## src/rtl/fpc_pkg.sv

```systemverilog
package fpc_pkg;

  typedef enum logic [1:0] {
    OP_NONE  = 2'b00,
    OP_ERASE = 2'b01,
    OP_WR2   = 2'b10,
    OP_WR64  = 2'b11
  } fpc_op_e;

  typedef struct packed {
    logic size2;
    logic erase;
    logic err;
    logic wren;
    logic start;
  } fpc_ctrl_t;

  // Operation chosen by the mode bits; erase overrides the write size.
  function automatic fpc_op_e op_from_mode(logic erase, logic size2);
    if (erase) return OP_ERASE;
    return size2 ? OP_WR2 : OP_WR64;
  endfunction

  // Register image as software reads it; reserved bits forced low.
  function automatic logic [7:0] pack_ctrl(fpc_ctrl_t c);
    return {2'b00, c.size2, c.erase, c.err, c.wren, c.start, 1'b0};
  endfunction

endpackage

```

## src/rtl/fpc_wr_decode.sv

```systemverilog
module fpc_wr_decode (
  input  logic       we,
  input  logic [7:0] wdata,
  input  logic       busy,
  input  logic       wrst_n,
  output logic       ev_mode_wr,
  output logic       ev_launch,
  output logic       ev_improper,
  output logic       ev_err_clr,
  output logic       ev_reserved,
  output logic       mode_size2,
  output logic       mode_erase,
  output logic       mode_wren
);
  logic live;

  // A write is acted upon only when idle and not held in warm reset.
  assign live        = we & wrst_n & ~busy;
  assign mode_size2  = wdata[5];
  assign mode_erase  = wdata[4];
  assign mode_wren   = wdata[2];
  assign ev_mode_wr  = live;
  assign ev_launch   = live & wdata[1] & wdata[2];
  assign ev_improper = live & wdata[1] & ~wdata[2];
  assign ev_err_clr  = live & ~wdata[1] & ~wdata[3];
  assign ev_reserved = we & (|{wdata[7:6], wdata[0]});

endmodule

```

## src/rtl/fpc_ctrl_reg.sv

```systemverilog
module fpc_ctrl_reg
  import fpc_pkg::*;
(
  input  logic      clk,
  input  logic      por_n,
  input  logic      wrst_n,
  input  logic      ev_mode_wr,
  input  logic      ev_launch,
  input  logic      ev_improper,
  input  logic      ev_err_clr,
  input  logic      ev_done,
  input  logic      mode_size2,
  input  logic      mode_erase,
  input  logic      mode_wren,
  output fpc_ctrl_t ctrl
);
  fpc_ctrl_t ctrl_q;

  always_ff @(posedge clk or negedge por_n) begin
    if (!por_n) begin
      ctrl_q <= '0;
    end else if (!wrst_n) begin
      ctrl_q.size2 <= 1'b0;
      ctrl_q.erase <= 1'b0;
      ctrl_q.wren  <= 1'b0;
      ctrl_q.start <= 1'b0;
      ctrl_q.err   <= ctrl_q.err | ctrl_q.start;
    end else begin
      if (ev_done) begin
        ctrl_q.start <= 1'b0;
        ctrl_q.erase <= 1'b0;
      end
      if (ev_mode_wr) begin
        ctrl_q.size2 <= mode_size2;
        ctrl_q.erase <= mode_erase;
        ctrl_q.wren  <= mode_wren;
      end
      if (ev_launch) begin
        ctrl_q.start <= 1'b1;
        ctrl_q.err   <= 1'b0;
      end else if (ev_improper) begin
        ctrl_q.err   <= 1'b1;
      end else if (ev_err_clr) begin
        ctrl_q.err   <= 1'b0;
      end
    end
  end

  assign ctrl = ctrl_q;

  a_r8_improper_rejected: assert property (@(posedge clk) disable iff (!por_n || !wrst_n)
    ev_improper |=> (!ctrl_q.start && ctrl_q.err));

  a_r9_warm_abort_flags: assert property (@(posedge clk) disable iff (!por_n)
    (!wrst_n && ctrl_q.start) |=> (ctrl_q.err && !ctrl_q.start));

  a_r9_warm_keeps_err: assert property (@(posedge clk) disable iff (!por_n)
    (!wrst_n && ctrl_q.err) |=> ctrl_q.err);

  a_r7_done_clears_start: assert property (@(posedge clk) disable iff (!por_n || !wrst_n)
    ev_done |=> (!ctrl_q.start && !ctrl_q.erase && !ctrl_q.err));

  a_r6_busy_modes_frozen: assert property (@(posedge clk) disable iff (!por_n || !wrst_n)
    (ctrl_q.start && !ev_done) |=> (ctrl_q.start && $stable(ctrl_q.size2)
                                    && $stable(ctrl_q.erase) && $stable(ctrl_q.wren)));

endmodule

```

## src/rtl/fpc_seq.sv

```systemverilog
module fpc_seq
  import fpc_pkg::*;
#(
  parameter int ADDR_W = 21
) (
  input  logic              clk,
  input  logic              por_n,
  input  logic              wrst_n,
  input  logic              ev_launch,
  input  fpc_op_e           launch_op,
  input  logic [ADDR_W-1:0] tblptr,
  input  logic              arr_done,
  output logic              arr_start,
  output fpc_op_e           arr_op,
  output logic [ADDR_W-1:0] arr_addr,
  output logic              busy,
  output logic              ev_done
);
  logic              busy_q;
  logic              strobe_q;
  fpc_op_e           op_q;
  logic [ADDR_W-1:0] addr_q;

  // Done counts only after the strobe cycle, so a stale level cannot end it.
  assign ev_done = busy_q & ~strobe_q & arr_done;

  always_ff @(posedge clk or negedge por_n) begin
    if (!por_n) begin
      busy_q   <= 1'b0;
      strobe_q <= 1'b0;
      op_q     <= OP_NONE;
      addr_q   <= '0;
    end else if (!wrst_n) begin
      busy_q   <= 1'b0;
      strobe_q <= 1'b0;
      op_q     <= OP_NONE;
      addr_q   <= '0;
    end else begin
      strobe_q <= ev_launch;
      if (ev_launch) begin
        busy_q <= 1'b1;
        op_q   <= launch_op;
        addr_q <= tblptr;
      end else if (ev_done) begin
        busy_q <= 1'b0;
      end
    end
  end

  assign arr_start = strobe_q;
  assign arr_op    = op_q;
  assign arr_addr  = addr_q;
  assign busy      = busy_q;

  a_r4_strobe_one_cycle: assert property (@(posedge clk) disable iff (!por_n || !wrst_n)
    strobe_q |=> !strobe_q);

  a_r11_capture_held: assert property (@(posedge clk) disable iff (!por_n || !wrst_n)
    (busy_q && !strobe_q) |-> ($stable(op_q) && $stable(addr_q)));

endmodule

```

## src/rtl/flash_prog_ctl.sv

```systemverilog
module flash_prog_ctl
  import fpc_pkg::*;
#(
  parameter int ADDR_W = 21
) (
  input  logic              clk,
  input  logic              por_n,
  input  logic              wrst_n,
  input  logic              reg_we,
  input  logic [7:0]        reg_wdata,
  output logic [7:0]        reg_rdata,
  input  logic [ADDR_W-1:0] tblptr,
  output logic              arr_start,
  output logic [1:0]        arr_op,
  output logic [ADDR_W-1:0] arr_addr,
  input  logic              arr_done
);
  logic      ev_mode_wr, ev_launch, ev_improper, ev_err_clr, ev_reserved;
  logic      mode_size2, mode_erase, mode_wren;
  logic      ev_done, seq_busy;
  fpc_ctrl_t ctrl;
  fpc_op_e   launch_op;
  fpc_op_e   op_out;

  assign launch_op = op_from_mode(mode_erase, mode_size2);

  fpc_wr_decode u_dec (
    .we          (reg_we),
    .wdata       (reg_wdata),
    .busy        (ctrl.start),
    .wrst_n      (wrst_n),
    .ev_mode_wr  (ev_mode_wr),
    .ev_launch   (ev_launch),
    .ev_improper (ev_improper),
    .ev_err_clr  (ev_err_clr),
    .ev_reserved (ev_reserved),
    .mode_size2  (mode_size2),
    .mode_erase  (mode_erase),
    .mode_wren   (mode_wren)
  );

  fpc_ctrl_reg u_reg (
    .clk         (clk),
    .por_n       (por_n),
    .wrst_n      (wrst_n),
    .ev_mode_wr  (ev_mode_wr),
    .ev_launch   (ev_launch),
    .ev_improper (ev_improper),
    .ev_err_clr  (ev_err_clr),
    .ev_done     (ev_done),
    .mode_size2  (mode_size2),
    .mode_erase  (mode_erase),
    .mode_wren   (mode_wren),
    .ctrl        (ctrl)
  );

  fpc_seq #(.ADDR_W(ADDR_W)) u_seq (
    .clk       (clk),
    .por_n     (por_n),
    .wrst_n    (wrst_n),
    .ev_launch (ev_launch),
    .launch_op (launch_op),
    .tblptr    (tblptr),
    .arr_done  (arr_done),
    .arr_start (arr_start),
    .arr_op    (op_out),
    .arr_addr  (arr_addr),
    .busy      (seq_busy),
    .ev_done   (ev_done)
  );

  assign arr_op    = op_out;
  assign reg_rdata = pack_ctrl(ctrl);

  a_r4_launch_strobes: assert property (@(posedge clk) disable iff (!por_n || !wrst_n)
    ev_launch |=> (arr_start && reg_rdata[1]));

  a_r7_busy_agrees: assert property (@(posedge clk) disable iff (!por_n)
    seq_busy == ctrl.start);

  a_r1_reserved_ignored: assert property (@(posedge clk) disable iff (!por_n)
    ev_reserved |=> (reg_rdata[7:6] == 2'b00 && reg_rdata[0] == 1'b0));

  a_r8_no_strobe_on_reject: assert property (@(posedge clk) disable iff (!por_n || !wrst_n)
    ev_improper |=> !arr_start);

endmodule

```

## config.mk

```make
export PLATFORM = sky130hd
export DESIGN_NAME = flash_prog_ctl
export DESIGN_NICKNAME = d
export VERILOG_FILES = /design/src/rtl/fpc_pkg.sv /design/src/rtl/fpc_wr_decode.sv /design/src/rtl/fpc_ctrl_reg.sv /design/src/rtl/fpc_seq.sv /design/src/rtl/flash_prog_ctl.sv
export SDC_FILE = /design/constraint.sdc
export NUM_CORES = 1
export LEC_CHECK = 0
export BUFFER_PORTS_ARGS = -buffer_cell sky130_fd_sc_hd__buf_2
export CAP_MARGIN = 20
export CELL_PAD_IN_SITES_DETAIL_PLACEMENT = 1
export CELL_PAD_IN_SITES_GLOBAL_PLACEMENT = 2
export CORE_MARGIN = 1.5
export CORE_UTILIZATION = 26
export CTS_BUF_LIST = sky130_fd_sc_hd__clkbuf_4 sky130_fd_sc_hd__clkbuf_8
export DETAILED_ROUTE_END_ITERATION = 10
export GPL_TIMING_DRIVEN = 0
export PLACE_DENSITY_LB_ADDON = 0.1
export SYNTH_ARGS = -nofsm -noshare
export SYNTH_HDL_FRONTEND = slang
export SYNTH_HIERARCHICAL = 1
export SYNTH_SLANG_ARGS = --single-unit
```

## constraint.sdc

```tcl
create_clock -name clk -period 1.6 [get_ports clk]
set_input_delay 0.16 -clock clk [delete_from_list [all_inputs] [get_ports clk]]
set_output_delay 0.16 -clock clk [all_outputs]
set_load 0.05 [all_outputs]
```

Word-level counts from Yosys, hierarchy flattened
Index checks and enable logic that the tools add are counted.

Register bits: 30. Input bits: 34. Word-level logic and storage cells: 47.

Eq/ne operators: 5. Multiplexer cells: 18. Bitwise gates (word level): 15.

Operators by type and width (number): $mux W21 (2); $mux W1 (10); $mux W2 (5); $and A1 B1 Y1 (9); $ne A3 B1 Y1 const B (2); $mux W5 (1); $not A1 Y1 (5); $ne A2 B1 Y1 const B (2); $ne A4 B1 Y1 const B (1); $or A1 B1 Y1 (1).

Longest topological paths before layout
Depth in word-level cells: 8. Depth in mapped cells: 6. Gate-level depth less buffers: 4.

Cells and area by module
The synthesis kept the hierarchy.

Modules (own cells, without submodules): fpc_seq (times used 1, cells each 81, area an instance 1081.0 sq um); fpc_ctrl_reg (times used 1, cells each 18, area an instance 211.5 sq um); fpc_wr_decode (times used 1, cells each 8, area an instance 68.8 sq um); flash_prog_ctl (times used 1, cells each 6, area an instance 36.3 sq um).

Worst setup path before layout
OpenSTA, ideal clock, no wires.

Kind: register to register. From: register u_reg.ctrl_q, in the netlist u_reg/ctrl[0]. To: register u_seq.busy_q, in the netlist u_seq/busy. Arrival: 1.741 ns. Data required time: 1.480 ns. Slack: -0.260 ns. Cell stages (with the launch flop): 7. Path buffers: 2. Cells stage by stage: dfrtp_1 -> and3b_2 -> and3_1 -> buf_6 -> buf_12 -> and2_4 -> a31o_1.

Longest elaborated chain between the ends: 6. Elaborated cells on any way between the ends: 7. Those cells by class: 1 x eq/ne; 2 x mux; 4 x bitwise.

RTL lines: from (decl) (RTL line fpc_ctrl_reg.sv:17) `fpc_ctrl_t ctrl_q;`; $not A1 Y1 * (RTL line fpc_wr_decode.sv:18) `assign live = we & wrst_n & ~busy;`; $and A1 B1 Y1 * (RTL line fpc_wr_decode.sv:18); named net ev_mode_wr (RTL line flash_prog_ctl.sv:18) `logic ev_mode_wr, ev_launch, ev_improper, ev_err_clr, ev_reserved;`; $and A1 B1 Y1 * (2 in a row) (RTL line fpc_wr_decode.sv:23) `assign ev_launch = live & wdata[1] & wdata[2];`; named net ev_launch (RTL line flash_prog_ctl.sv:18); $mux W1 (RTL line fpc_seq.sv:40) `if (ev_launch) begin`; $mux W1 (RTL line fpc_seq.sv:33) `end else if (!wrst_n) begin`; to (signal assigned) (RTL line fpc_seq.sv:34) `busy_q <= 1'b0;`; to (signal assigned) (RTL line fpc_seq.sv:41) `busy_q <= 1'b1;`; to (signal assigned) (RTL line fpc_seq.sv:45) `busy_q <= 1'b0;`; to (decl) (RTL line fpc_seq.sv:19) `logic busy_q;`.

Mark *: on every way through the listed nets, which the timed path passes. The rest lies on a longest branch. A chain may end at the register's enable or synchronous reset.

Final worst setup path
From: register u_reg.ctrl_q, in the netlist u_reg/ctrl[0]. To: register u_seq.addr_q[1], in the netlist u_seq/arr_addr[1].

Longest elaborated chain between the ends: 5.

RTL lines: $not A1 Y1 (RTL line fpc_wr_decode.sv:18); $and A1 B1 Y1 (RTL line fpc_wr_decode.sv:18); named net ev_mode_wr (RTL line flash_prog_ctl.sv:18); $and A1 B1 Y1 (2 in a row) (RTL line fpc_wr_decode.sv:23); named net ev_launch (RTL line flash_prog_ctl.sv:18); $ne A2 B1 Y1 (no line); to (signal assigned) (RTL line fpc_seq.sv:43) `addr_q <= tblptr;`; to (decl) (RTL line fpc_seq.sv:22) `logic [ADDR_W-1:0] addr_q;`.

The timed path passes the listed nets, and every way through them passes these cells.

==> metrics.md <==
| Metric | Value |
|---|---|
| Final wirelength | `roughly 3400 um` |
| Syn avg cell area | `~12 um2` |
| Critical-path maximum fanout | `8` |
| DP HPWL | `approximately 2400 um` |
| Fmax | `between 600 and 700 MHz` |
| Mapped cell area | `1390 um2` |
| Clock Tree Buf Depth | `2` |
| Final number of max-transition violations | `0` |
| Hold path depth | `3` |
| Worst endpoint required time | `between 1.5 and 2 ns` |
| Max rail drop VDD | `between 0.0004 and 0.0005 V` |
| CTS clk-pin slew, worst paths | `~0.070 ns` |
| DR pass1 iterations | `4` |
| IO buf count | `57` |
| Vias per cell | `around 4.2` |
| Sequential cell area | `approximately 750 um2` |
| HP Start | `tblptr[16]` |
| Via count | `~1,100` |
| Final Wtd Congestion | `0.690` |
| Period Utilization, post-route | `between 90% and 100%` |
| Max_slew headroom | `roughly 53%` |
| Share of cells above drive strength 1 | `roughly 45%` |
| Setup Skew | `between 0.007 and 0.008 ns` |
| FF-to-FF path depth | `6` |
| Remaining DRCs | `0` |
| Number of fill cells | `approximately 620` |
| Setup_tns | `0 ns` |
| Core area | `roughly 5000 um2` |
| GR Overflow Total | `0` |
| DP Worst Slack | `-0.0706 ns` |
| Final Non-Filler Cells | `between 200 and 300` |
| Clock Sinks | `30` |
| WL/cell | `13.2 um` |
| Power Dens Cells | `slightly above 900 nW/um2` |
| Setup slack, reg-to-reg | `0.07 ns` |
| Remaining antenna violation count | `0` |
| CP Class | `register to register` |
| # nets final | `around 220` |
| Die height | `76.1 um` |
| Clock period minus worst slack | `~1.5 ns` |
| Post-Syn Instances | `112` |
| Leak | `0.991 nW` |
| HP Class | `input pin to register` |
| Worst r2r src | `u_reg/ctrl[0]` |
| Worst-skew pair later-pin latency | `~0.28 ns` |
| Clock buffer count from CTS | `5` |
| Final hold vios | `0` |
| Area of the multi-input gates | `544 um2` |
| DR iter-0 viols | `~40` |
| TritonCTS clock tree | `done` |
| Sequential share of power | `42.9%` |
| Final Instance Area | `1990 um2` |
| Vias in the first global route | `~1,100` |
| Final Setup Violations | `0` |
| Logic pwr share | `approximately 16%` |
| Area added between synthesis and finish | `43.2%` |
| Worst setup EP type | `register` |
| Initial antenna violation count | `0` |
| H-tree depth | `2` |
| Row cnt | `26` |
| Slew @ Worst Pin | `approximately 0.70 ns` |
| Worst Setup SP | `u_reg/ctrl[0]` |
| Initial Utilization | `a little over a quarter` |
| Pin count of the biggest net entering global routing | `31` |
| Psw | `0.000463 W` |
| Int Pwr | `about 0.0014 W` |
| Gr usage total | `between 10 and 15%` |
| DP Area | `1780 um2` |
| RR Endpoint | `u_seq/arr_addr[1]` |
| Outcome | `finished, final reports clean` |
| Top Ports | `66` |
| Clk pwr share | `41.5%` |
| Diodes inserted | `0` |
| Critical Path AT | `roughly 1.7 ns` |
| Die Footprint | `roughly 5800 um2` |
| Die width | `between 70 and 80 um` |
| First-pass GRT wire length | `5530 um` |
| Root buffer cell | `clkbuf_8` |
| Unrepaired setup endpoints after global routing | `no` |
| Maximum Capacitance Violations | `0` |
| CP Capture Point | `u_seq/arr_addr[1]` |
| CP Launch Type | `register` |
| Placed cells | `roughly 240` |
| Final WS setup | `roughly 0.07 ns` |
| Synth Warn # | `6` |
| Switching Fraction | `between 20% and 30%` |
## worst max-delay path, cell delays in order, from the launching register on
cell       delay, ns
dfrtp_2         0.42
and3b_2         0.25
and3_4          0.21
buf_12          0.15
clkbuf_16       0.15
mux2i_1         0.18
nor2b_1         0.06
## what timing repair did
action | CTS | global route
resized for setup | 0 | 3
hold buffers | 1 | 0
cloned | 0 | 2
setup buffers | 1 | 2
endpoints found under the hold margin | 30 | 0
endpoints found under the setup margin | 19 | 14
## cell type report
| class | count | area share, % |
|---|---|---|
| Sequential cell | 30 | 37.8 |
| Inverter | 3 | 0.566 |
| Clock buffer | 7 | 4.21 |
| Tap cell | 70 | 4.40 |
| Timing Repair Buffer | 63 | 18.5 |
| Clock inverter | 1 | 1.51 |
| Buffer | 11 | 5.66 |
| Multi-Input combinational cell | 70 | 27.4 |
## state kept, by name, summed over array words and instances, names as in the netlist
signal           count
u_seq/arr_start      1
u_seq/busy           1
u_seq/arr_op         2
u_reg/ctrl           5
u_seq/arr_addr      21
## cells in the final DEF (no fill, tap or decap), types with 3 or more instances in the layout
cell and count:
buf_12 3, nor2_1 3, conb_1 3, mux2i_1 25, buf_2 57, dfrtp_1 29
buf_4 9, clkbuf_8 5, inv_1 3, nor2b_1 24
## per-layer routing
metal / track usage [%] / up-vias / wire length (um)
met3: 4.79 / 4 / 219
met1: 14.0 / 516 / 1410
met4: 4.44 / 0 / 38
met5: 0 / - / 0
li1: - / 503 / -
met2: 20.7 / 39 / 1710
## stage by stage
stage	utilization (%)	hold slack (ns)	total power, W
finish	38.7	0.153	0.00185
floorplan	-	-0.136	0.000991
detailed placement	34.6	0.263	0.00109
CTS	37.2	0.139	0.00188
global route	38.7	0.148	0.00195
global placement	34.6	0.252	0.00108
## power by group through the flow
stage | combinational, W | sequential, W | clock, W
2_1_floorplan | 0.0000983 | 0.000893 | 0
3_3_place_gp | 0.000275 | 0.000808 | 0
3_5_place_dp | 0.000279 | 0.000809 | 0
4_1_cts | 0.000283 | 0.000796 | 0.000802
5_1_grt | 0.000311 | 0.000799 | 0.000837
6_report | 0.000289 | 0.000795 | 0.000769
## worst min-delay path by stage
stage                          to  slack [ns]
6_report       u_seq/arr_addr[16]        0.15
4_1_cts         u_seq/arr_addr[6]        0.14
3_5_place_dp      u_seq/arr_start        0.26
3_3_place_gp      u_seq/arr_start        0.25
2_1_floorplan       u_reg/ctrl[0]       -0.14
5_1_grt         u_seq/arr_addr[4]        0.15
(Power assumes the default switching activity.)
